--- src/rtl/bsl_pkg.sv ---
package bsl_pkg;
  // lane count and slot count are fixed by the slot schedule (2 cycles per slot)
  localparam int LANES     = 8;
  localparam int LANE_W    = $clog2(LANES);
  localparam int SLOTS     = 4;
  // one group moves a bit through (SLOTS-1) lane rounds of LANES cycles
  localparam int GROUP_CYC = (SLOTS - 1) * LANES;
  // entry wait, output pick and output register around the lanes
  localparam int FIXED_LAT = 5;

  typedef logic [LANE_W-1:0] lane_t;
  typedef logic [SLOTS-1:0]  slot_t;
endpackage

--- src/rtl/bsl_demux.sv ---
module bsl_demux
  import bsl_pkg::*;
(
  input  logic             clk,
  input  logic             rst,
  input  logic             din,
  input  lane_t            lane_sel,
  output logic [LANES-1:0] lane_in
);
  // each lane keeps the bit offered in its own slot of the rotation
  for (genvar l = 0; l < LANES; l++) begin : g_cap
    always_ff @(posedge clk) begin
      if (rst)
        lane_in[l] <= 1'b0;
      else if (lane_sel == lane_t'(l))
        lane_in[l] <= din;
    end
  end
endmodule

--- src/rtl/bsl_lane.sv ---
module bsl_lane
  import bsl_pkg::*;
#(
  parameter int GROUPS = 20
) (
  input  logic  clk,
  input  logic  rst,
  input  logic  fire,
  input  slot_t slot,
  input  logic  ser_in,
  output logic  ser_out
);
  localparam int CELLS = GROUPS * SLOTS;

  logic [CELLS-1:0] cell_q;
  logic [CELLS-1:0] pred;
  logic [CELLS-1:0] en;

  // every cell copies the one behind it; cell 0 takes the lane input
  assign pred = {cell_q[CELLS-2:0], ser_in};
  // the same slot position opens in every group of this lane
  assign en   = fire ? {GROUPS{slot}} : '0;

  always_ff @(posedge clk) begin
    if (rst)
      cell_q <= '0;
    else
      cell_q <= (en & pred) | (~en & cell_q);
  end

  assign ser_out = cell_q[CELLS-1];

  // a fired cell and its predecessor form the vacant duplicate pair
  for (genvar j = 1; j < CELLS; j++) begin : g_chk

    bubble_dup_chk: assert property (@(posedge clk) disable iff (rst)
      (fire && slot[j % SLOTS]) |=> (cell_q[j] == cell_q[j-1]));
  end
endmodule

--- src/rtl/bsl_collect.sv ---
module bsl_collect
  import bsl_pkg::*;
#(
  parameter int TAIL = 17
) (
  input  logic             clk,
  input  logic             rst,
  input  logic [LANES-1:0] lane_out,
  input  lane_t            lane_sel,
  output logic             dout
);
  localparam lane_t HALF = lane_t'(LANES / 2);

  logic mux_q;

  // read the lane whose data window is centred half a rotation later
  always_ff @(posedge clk) begin
    if (rst)
      mux_q <= 1'b0;
    else
      mux_q <= lane_out[lane_sel ^ HALF];
  end

  if (TAIL == 0) begin : g_direct
    assign dout = mux_q;
  end else begin : g_tail
    logic [TAIL-1:0] tail_q;
    always_ff @(posedge clk) begin
      if (rst)
        tail_q <= '0;
      else begin
        tail_q[0] <= mux_q;
        for (int k = 1; k < TAIL; k++)
          tail_q[k] <= tail_q[k-1];
      end
    end
    assign dout = tail_q[TAIL-1];
  end
endmodule

--- src/rtl/bubble_delay_line.sv ---
module bubble_delay_line
  import bsl_pkg::*;
#(
  parameter int DELAY = 502
) (
  input  logic              clk,
  input  logic              rst,
  input  logic              din,
  input  logic [LANE_W-1:0] lane_sel,
  input  logic [SLOTS-1:0]  shift_pulse,
  output logic              dout
);
  // DELAY must be at least GROUP_CYC + FIXED_LAT
  localparam int GROUPS = (DELAY - FIXED_LAT) / GROUP_CYC;
  localparam int TAIL   = DELAY - FIXED_LAT - GROUPS * GROUP_CYC;

  logic [LANES-1:0] lane_in;
  logic [LANES-1:0] lane_out;
  logic [LANES-1:0] fire;

  bsl_demux u_demux (
    .clk      (clk),
    .rst      (rst),
    .din      (din),
    .lane_sel (lane_sel),
    .lane_in  (lane_in)
  );

  for (genvar l = 0; l < LANES; l++) begin : g_lane
    // even and odd lanes take turns, so one pulse reaches an eighth of the cells
    assign fire[l] = (lane_sel[0] == 1'(l % 2));

    bsl_lane #(.GROUPS(GROUPS)) u_lane (
      .clk     (clk),
      .rst     (rst),
      .fire    (fire[l]),
      .slot    (shift_pulse),
      .ser_in  (lane_in[l]),
      .ser_out (lane_out[l])
    );
  end

  bsl_collect #(.TAIL(TAIL)) u_collect (
    .clk      (clk),
    .rst      (rst),
    .lane_out (lane_out),
    .lane_sel (lane_sel),
    .dout     (dout)
  );


  pulse_onehot_chk: assert property (@(posedge clk) disable iff (rst)
    $onehot(shift_pulse));


  pulse_sched_chk: assert property (@(posedge clk) disable iff (rst)
    shift_pulse == ((slot_t'(1) << (SLOTS - 1)) >> lane_sel[LANE_W-1:1]));


  lane_step_chk: assert property (@(posedge clk) disable iff (rst)
    1'b1 |=> lane_sel == lane_t'($past(lane_sel) + 1'b1));


  reset_clear_chk: assert property (@(posedge clk)
    rst |=> dout == 1'b0);
endmodule

--- config.mk ---
export PLATFORM = sky130hd
export DESIGN_NAME = bubble_delay_line
export DESIGN_NICKNAME = d
export VERILOG_FILES = /design/src/rtl/bsl_pkg.sv /design/src/rtl/bsl_demux.sv /design/src/rtl/bsl_lane.sv /design/src/rtl/bsl_collect.sv /design/src/rtl/bubble_delay_line.sv
export SDC_FILE = /design/constraint.sdc
export NUM_CORES = 1
export LEC_CHECK = 0
export ABC_AREA = 0
export BUFFER_PORTS_ARGS = -buffer_cell sky130_fd_sc_hd__buf_2
export CORE_UTILIZATION = 62
export DETAILED_ROUTE_END_ITERATION = 10
export PLACE_DENSITY = 0.76
export RECOVER_POWER = 25
export SYNTH_ARGS = -nofsm -noshare
export SYNTH_HDL_FRONTEND = slang
export SYNTH_SLANG_ARGS = --single-unit
--- constraint.sdc ---
create_clock -name clk -period 1.33 [get_ports clk]
set_input_delay 0.1995 -clock clk [delete_from_list [all_inputs] [get_ports clk]]
set_output_delay 0.1995 -clock clk [all_outputs]
set_load 0.005 [all_outputs]
After elaboration in Yosys (flattened, before gate mapping). Cells that the tools add are included.

Add/sub/neg operators: 0. Multiply operators: 0. Divide/modulo/power cells: 0. Order comparisons: 1. Equality and inequality tests: 7. Shifts and indexed selects: 0. Multiplexer cells: 4. Bitwise operators: 27. Reduce and logical (&&, ||, !) cells: 1.

Operator list (number): 80-bit AND (16); 80-bit bitwise OR (8); 80-bit 2-to-1 mux (2); 80-bit NOT (2); 3-bit == test (second input constant) (4); 3-bit by 2-bit == test with 1-bit output (second input constant) (2); 3-bit by 4-bit < comparator with 1-bit output (second input constant) (1); 1-bit binary-select mux with 3-bit select (1); 3-bit by 1-bit == test with 1-bit output (second input constant) (1); 3-bit logical NOT (1); 1-bit 2-to-1 mux (1); 1-bit NOT (1).

Register bits: 666. Bits in latches: 0. Memory bits (writable): 0. ROM bits: 0. Bits of input ports: 10. Output and inout port bits: 1. Word-level logic and storage cells: 58. Memories kept: 0.

Depth between registers and ports, before layout. Gate-level depths: netlist of the first run.

Depth in word-level cells: 4. Depth in mapped cells: 6. Gate-level depth less buffers: 3.

Modules after synthesis. From an unflattened synthesis of the first run, not the netlist that was laid out.

Cells, all modules: 2183. Area total of the unflattened synthesis: 25298.0 sq um.

Modules (own cells, without submodules): bsl_lane (times used 8, cells each 263, area an instance 3049.2 sq um); bsl_collect (times used 1, cells each 44, area an instance 544.3 sq um); bsl_demux (times used 1, cells each 34, area an instance 356.6 sq um); bubble_delay_line (times used 1, cells each 1, area an instance 3.8 sq um).

Worst setup path after synthesis of the first run. Ideal clock, no wire load.

Path type: input port to flip-flop. From: input port rst. To: register u_demux.lane_in[0]. Data arrival time: 0.951 ns. Data required time: 1.202 ns. Path slack: 0.252 ns. Cell stages on the path: 4. Buffers on the path: 3. Cells stage by stage: buf_2 clkbuf_1 clkbuf_1 nor2_1.

RTL lines: start: declaration (RTL line bubble_delay_line.sv:7) `input logic rst,`; end signal: indexed assignment (RTL line bsl_demux.sv:16) `lane_in[l] <= din;`; end: declaration (RTL line bsl_demux.sv:8) `output logic [LANES-1:0] lane_in`.

No word-level cell between the ends.

==> results of run 1 <==
[final cells by class]
type,instances,area (µm²),area share [%]
timing repair buffer,98,1250,4.83
tap,468,586,2.27
clock buffer,88,1810,7.01
sequential,666,13300,51.6
antenna,1,2.50,0.00969
multi-input combinational,1984,8530,33.0
clock inverter,24,324,1.25
[synth_stat cells, types with 4 or more instances]
cell                       number  area, µm²
sky130_fd_sc_hd__nand2b_1       5       31.3
sky130_fd_sc_hd__buf_8          4       60.1
sky130_fd_sc_hd__dfxtp_1      666      13300
sky130_fd_sc_hd__nand2_1     1284       4820
sky130_fd_sc_hd__mux2i_1        8       80.1
sky130_fd_sc_hd__a21oi_2       13        114
sky130_fd_sc_hd__a21oi_1      628       3140
sky130_fd_sc_hd__and2_4         4       35.0
sky130_fd_sc_hd__buf_2         84        420
sky130_fd_sc_hd__buf_6         34        383
sky130_fd_sc_hd__nor2_1         8       30.0
sky130_fd_sc_hd__clkbuf_1      83        312
sky130_fd_sc_hd__buf_1         14       52.6
sky130_fd_sc_hd__nor2b_1       20        125
[power by group]
part           switching, W  internal (W)
Sequential       0.00000696        0.0200
Combinational       0.00117      0.000395
Clock               0.00734        0.0110
[worst paths after layout]
path	start	to	depth (start not counted)
max	rst	flip-flop	4
min	lane_sel[2]	u_demux.lane_in[1]$_SDFFE_PP0N_	5
max reg2reg	flip-flop	u_collect.mux_q$_SDFF_PP0_	3
min reg2reg	u_collect.mux_q$_SDFF_PP0_	u_collect.g_tail.tail_q[0]$_SDFF_PP0_	1
[worst min-delay path, stage by stage]
cell                      delay (ns)
sky130_fd_sc_hd__buf_2          0.11
sky130_fd_sc_hd__buf_4          0.18
sky130_fd_sc_hd__nor2_1         0.05
sky130_fd_sc_hd__nand3_1        0.07
sky130_fd_sc_hd__a21oi_1        0.06
[cell families after synthesis]
family | count (synthesis) | share of synthesized area (%)
buffers and inverters | 219 | 5.32
AOI/OAI and AO/OA | 644 | 14.2
DFF | 666 | 57.8
and+or+nand+nor | 1330 | 22.1
muxes | 10 | 0.494
[layer usage]
metal | wire (µm) | track usage (%)
met3 | 2270 | 3.64
met4 | 1030 | 8.72
met2 | 25100 | 47.7
met1 | 21200 | 31.5
met5 | 0 | 0
[metrics by stage]
stage / total power [W] / util, % / hold slack, ns / instances / instance area [µm²]
finish: 0.0398 / 70.6 / 0.124 / 3329 / 25800
global route: 0.0409 / 70.6 / 0.138 / 3328 / 25800
CTS: 0.0401 / 70.8 / 0.0873 / 3328 / 25900
detailed placement: 0.0220 / 64.9 / 0.423 / 3213 / 23800
global placement: 0.0220 / 64.9 / 0.416 / 3213 / 23800
floorplan: 0.0214 / - / 0.414 / 2869 / 23100
[what timing repair did]
action / 4_1_cts / 5_1_grt
hold buffers: 3 / 0
resized for setup: 0 / 0
endpoints found under the hold margin: 26 / 0
==> out/results.ini, run 1 <==
[outcome]
outcome = finished, final reports clean

[critical_path]
timing.critical_path.to_type = flip-flop
cp_slowest_stage_delay_ns = 0.57
critical_path.cell_chain = dlygate4sd3_1, buf_8, buf_4, a21oi_1
crit_required_ns = 1.80
path_max_fanout = 46
critPathArrivalTime_ns = 1.71
path_delay_family = buffers and inverters
critical_path_buf_inv_count = 3
worst_setup_start_kind = input pin
worst_path_max_delay_cell = sky130_fd_sc_hd__dlygate4sd3_1
reg2reg_slack_ns = 0.21
critical_path_class = input pin to flip-flop

[cts]
tritoncts_clock_tree = yes
clock_tree.buffer_depth = 3
post_cts.repair.setup_buffers = 0
cts_root_buf = sky130_fd_sc_hd__clkbuf_16
cts_max_level = 2
clk_pin_slew_ns = 0.06
clock_insertion_delay_at_the_later_pin_of_the_skew_report_ns = 0.62
cts_made_buffers = 61
cts_sinks = 666

[timing]
final_cycle_share_pct = 93.3
timing.fmax_mhz = 805
worst_clock_skew_ns = 0.0138
relSlewSlack_pct = 57.4
worstMarginPinSlew_ns = 0.639
worst_setup_slack_final_ns = 0.0885
min_period_ns = 1.24
setup-tns-final_ns = 0
final_setup_violation_count = 0
grt_setup_unrepaired = no
finalHoldViolations = 0
slew_violations = 0

[logic_synthesis]
yosysWarningCount = 0
ys_ff_latch = 666
number_of_flops_mapped_to_enable_cells_by_yosys = 0
synth-main-ff-cell = sky130_fd_sc_hd__dfxtp_1
synthesis.area_mm2 = 0.0231
postSynthCellCount = 2869
avgSynthCellArea_um2 = 8.03
ys_async_sr_fraction_pct = 0
synth_cell_type_count = 24
synth_sequential_area_ratio_pct = 57.8
syn-num-nets = 2879

[global_routing]
grt_pass1_wl_um = 83500
grt_antenna_before_repair = 1
global_route.overflow_total = 0
vias_in_the_first_global_route = 17900
grt_start_max_net_pins = 81
grt.total_usage_pct = 26.2

[die]
die_h_um = 195
rows = 70
die_width_um = 195
core_area_mm2 = 0.0366
dieArea_mm2 = 0.0380
io_pins = 11
initial_core_utilization_pct = 63.0

[min_path]
hp-class = input pin to flip-flop

[cells_and_area]
layout.cells.most_common_list = sky130_fd_sc_hd__nand2_1, sky130_fd_sc_hd__dfxtp_1, sky130_fd_sc_hd__a21oi_1, sky130_fd_sc_hd__clkbuf_16, sky130_fd_sc_hd__buf_12
nets = 2821
layout.cells.most_common = sky130_fd_sc_hd__nand2_1
layout-drive-gt1-share_pct = 7.73
fillCellCount = 2785
area_growth_syn_to_layout_pct = 12.1

[routing]
detailroute.via_count = 18300
drtAntennaViolNets = 0
detailedRoute.firstIterationViolations = 1077
avgViaCountPerCell = 5.51
drc_viols = 0
route.final.wire_length_um = 49600
first_pass_detailed_route_iteration_total = 5
detail_route.wl_per_cell_um = 14.9

[power]
powerDensity_mw_per_mm2 = 1540
irDropWorstVdd_v = 0.00114
power.static_leakage_nw = 8.44

[place]
placement.io_buffers = 10
detailed_place_hpwl_um = 27100
finalWeightedCongestion = 0.752
preCtsSetupSlack_ns = -0.125

[run]
max_cap_viol_count = 0

Power figures use the tool's default switching activity.
==> run 2: changes to the inputs <==
ABC_AREA = unset   (was 0)
CORE_UTILIZATION = 45   (was 62)
PLACE_DENSITY = 0.58   (was 0.76)
SLEW_MARGIN = 20   (was unset)
==> out/results.ini, run 2 (synthesis results as in run 1) <==
[cells_and_area]
final_cell_area_mm2 = 0.0266  ; was 0.0258 mm²
area_growth_syn_to_layout_pct = 15.3  ; was 12.1%
layout.cells.non_filler = 3558  ; was 3,329
antenna_cells = 0  ; was 1
layout.cells.most_common_list = sky130_fd_sc_hd__nand2_1, sky130_fd_sc_hd__dfxtp_1, sky130_fd_sc_hd__a21oi_1, sky130_fd_sc_hd__clkbuf_16, sky130_fd_sc_hd__buf_12  ; unchanged
layout-drive-gt1-share_pct = 8.28  ; was 7.73%
fillCellCount = 4728  ; was 2,785
nets = 2844  ; was 2,821
layout.cells.most_common = sky130_fd_sc_hd__nand2_1  ; unchanged

[routing]
detailroute.via_count = 17800  ; was 18,300
route.final.wire_length_um = 50400  ; was 49,600 µm
drtAntennaViolNets = 0  ; unchanged
detail_route.wl_per_cell_um = 14.2  ; was 14.9 µm
detailedRoute.firstIterationViolations = 961  ; was 1,077
drc_viols = 0  ; unchanged
first_pass_detailed_route_iteration_total = 5  ; unchanged
avgViaCountPerCell = 5.01  ; was 5.51

[power]
powerDensity_mw_per_mm2 = 1580  ; was 1540 mW/mm²
irDropWorstVdd_v = 0.00110  ; was 0.00114 V
power.static_leakage_nw = 8.68  ; was 8.44 nW

[critical_path]
crit_required_ns = 1.80  ; about the same
timing.critical_path.to_type = flip-flop  ; unchanged
reg2reg_slack_ns = 0.16  ; was 0.21 ns
worstReg2RegEnd = u_collect.mux_q$_SDFF_PP0_  ; unchanged
critPathArrivalTime_ns = 1.69  ; was 1.71 ns
worst_setup_start_kind = input pin  ; unchanged
worst-r2r-cell-count = 3  ; unchanged
critical_path_class = input pin to flip-flop  ; unchanged
path_max_fanout = 21  ; was 46

[cts]
clock_insertion_delay_at_the_later_pin_of_the_skew_report_ns = 0.60  ; was 0.62 ns
cts_sinks = 666  ; unchanged
cts_made_buffers = 71  ; was 61
post_cts.repair.setup_buffers = 0  ; unchanged
tritoncts_clock_tree = yes  ; unchanged
clk_pin_slew_ns = 0.06  ; about the same
clock_tree.buffer_depth = 3  ; unchanged
cts_root_buf = sky130_fd_sc_hd__clkbuf_16  ; unchanged
cts_max_level = 3  ; was 2

[timing]
setup-tns-final_ns = 0  ; unchanged
worstMarginPinSlew_ns = 0.732  ; was 0.639 ns
finalHoldViolations = 0  ; unchanged
worst_clock_skew_ns = 0.0159  ; was 0.0138 ns
min_period_ns = 1.22  ; was 1.24 ns
relSlewSlack_pct = 51.2  ; was 57.4%
grt_setup_unrepaired = no  ; unchanged
worst_hold_slack_ns = 0.0800  ; was 0.124 ns
final_cycle_share_pct = 92.0  ; was 93.3%
timing.fmax_mhz = 817  ; was 805 MHz
slew_violations = 0  ; unchanged
final_setup_violation_count = 0  ; unchanged

[min_path]
worst_hold_startpoint = shift_pulse[1]  ; was lane_sel[2]
hp-class = input pin to flip-flop  ; unchanged
min_path_cells = 4  ; was 5

[place]
placement.io_buffers = 10  ; unchanged
dpl-instance-area_mm2 = 0.0242  ; was 0.0238 mm²
finalWeightedCongestion = 0.744  ; was 0.752
dp.cells = 3430  ; was 3,213
detailed_place_hpwl_um = 28300  ; was 27,100 µm

[run]
max_cap_viol_count = 0  ; unchanged

[die]
core_area_mm2 = 0.0504  ; was 0.0366 mm²
initial_core_utilization_pct = 45.8  ; was 63.0%
io_pins = 11  ; unchanged
dieArea_mm2 = 0.0521  ; was 0.0380 mm²
die_width_um = 228  ; was 195 µm
die_h_um = 228  ; was 195 µm
rows = 82  ; was 70

[outcome]
outcome = finished, final reports clean  ; unchanged

[global_routing]
grt.total_usage_pct = 19.5  ; was 26.2%
grt_antenna_before_repair = 1  ; unchanged
global_route.overflow_total = 0  ; unchanged
grt_pass1_wl_um = 85700  ; was 83,500 µm
grt_start_max_net_pins = 81  ; unchanged
vias_in_the_first_global_route = 17500  ; was 17,900

run 2: cell types whose count changed in the layout (fill, tap and decap cells not counted), moves of 2 or more:
cell / before / now
sky130_fd_sc_hd__clkbuf_1: 12 / 19
sky130_fd_sc_hd__buf_12: 43 / 51
sky130_fd_sc_hd__nand2b_4: 2 / 4
sky130_fd_sc_hd__clkinv_2: 15 / 11
sky130_fd_sc_hd__buf_4: 31 / 33
sky130_fd_sc_hd__nand2_4: 0 / 2
sky130_fd_sc_hd__clkbuf_16: 63 / 74
run 2: critical path: stages:
cell	delay (ns)
sky130_fd_sc_hd__dlygate4sd3_1	0.56
sky130_fd_sc_hd__buf_8	0.24
sky130_fd_sc_hd__buf_12	0.20
sky130_fd_sc_hd__clkbuf_2	0.36
sky130_fd_sc_hd__a21oi_1	0.09
run 2: layout make-up:
cell class,count,area [µm²],share of cell area (%)
Clock inverter,22,329,1.24
Tap cell,672,841,3.16
Clock buffer,103,2100,7.90
Multi-Input combinational cell,1984,8540,32.1
Timing Repair Buffer,111,1430,5.39
Sequential cell,666,13300,50.2
run 2: layer usage:
metal,wire length [µm],track usage [%],share of wire (%)
met1,23900,25.1,47
met4,1060,6.19,2.1
met5,0,0,0
met3,1490,3.07,3.0
met2,24000,33.4,48
run 2: timing repair:
| item | in CTS | in global routing |
|---|---|---|
| resized for setup | 0 | 0 |
| hold endpoints to repair | 21 | 0 |
| hold buffers | 3 | 0 |
| setup endpoints to repair | 0 | 0 |
run 2: per-stage QoR:
stage / power, W / setup WS, ns / util [%]
after CTS: 0.0425 / 0.0943 / 53.0
after floorplan: 0.0214 / 0.252 / -
after global routing: 0.0433 / 0.0465 / 52.8
after global placement: 0.0221 / -0.0704 / 48.1
final: 0.0420 / 0.106 / 52.8
after detailed placement: 0.0221 / -0.138 / 48.1
run 2: where the power goes:
group          switching (W)  leakage [nW]  internal, W
Sequential        0.00000663          5.36       0.0200
Clock                0.00782          1.20       0.0125
Combinational        0.00121          2.11     0.000449
Total                0.00903          8.68       0.0329
run 2: how the worst max path moves through the flow:
stage                                                 from                               to  slack [ns]
floorplan                                              rst  u_demux.lane_in[0]$_SDFFE_PP0N_        0.25
global placement                               lane_sel[0]                        flip-flop       -0.07
detailed placement                             lane_sel[0]                        flip-flop       -0.14
CTS                 u_collect.g_tail.tail_q[16]$_SDFF_PP0_                             dout        0.09
global route                                           rst                        flip-flop        0.05
finish                                                 rst                        flip-flop        0.11
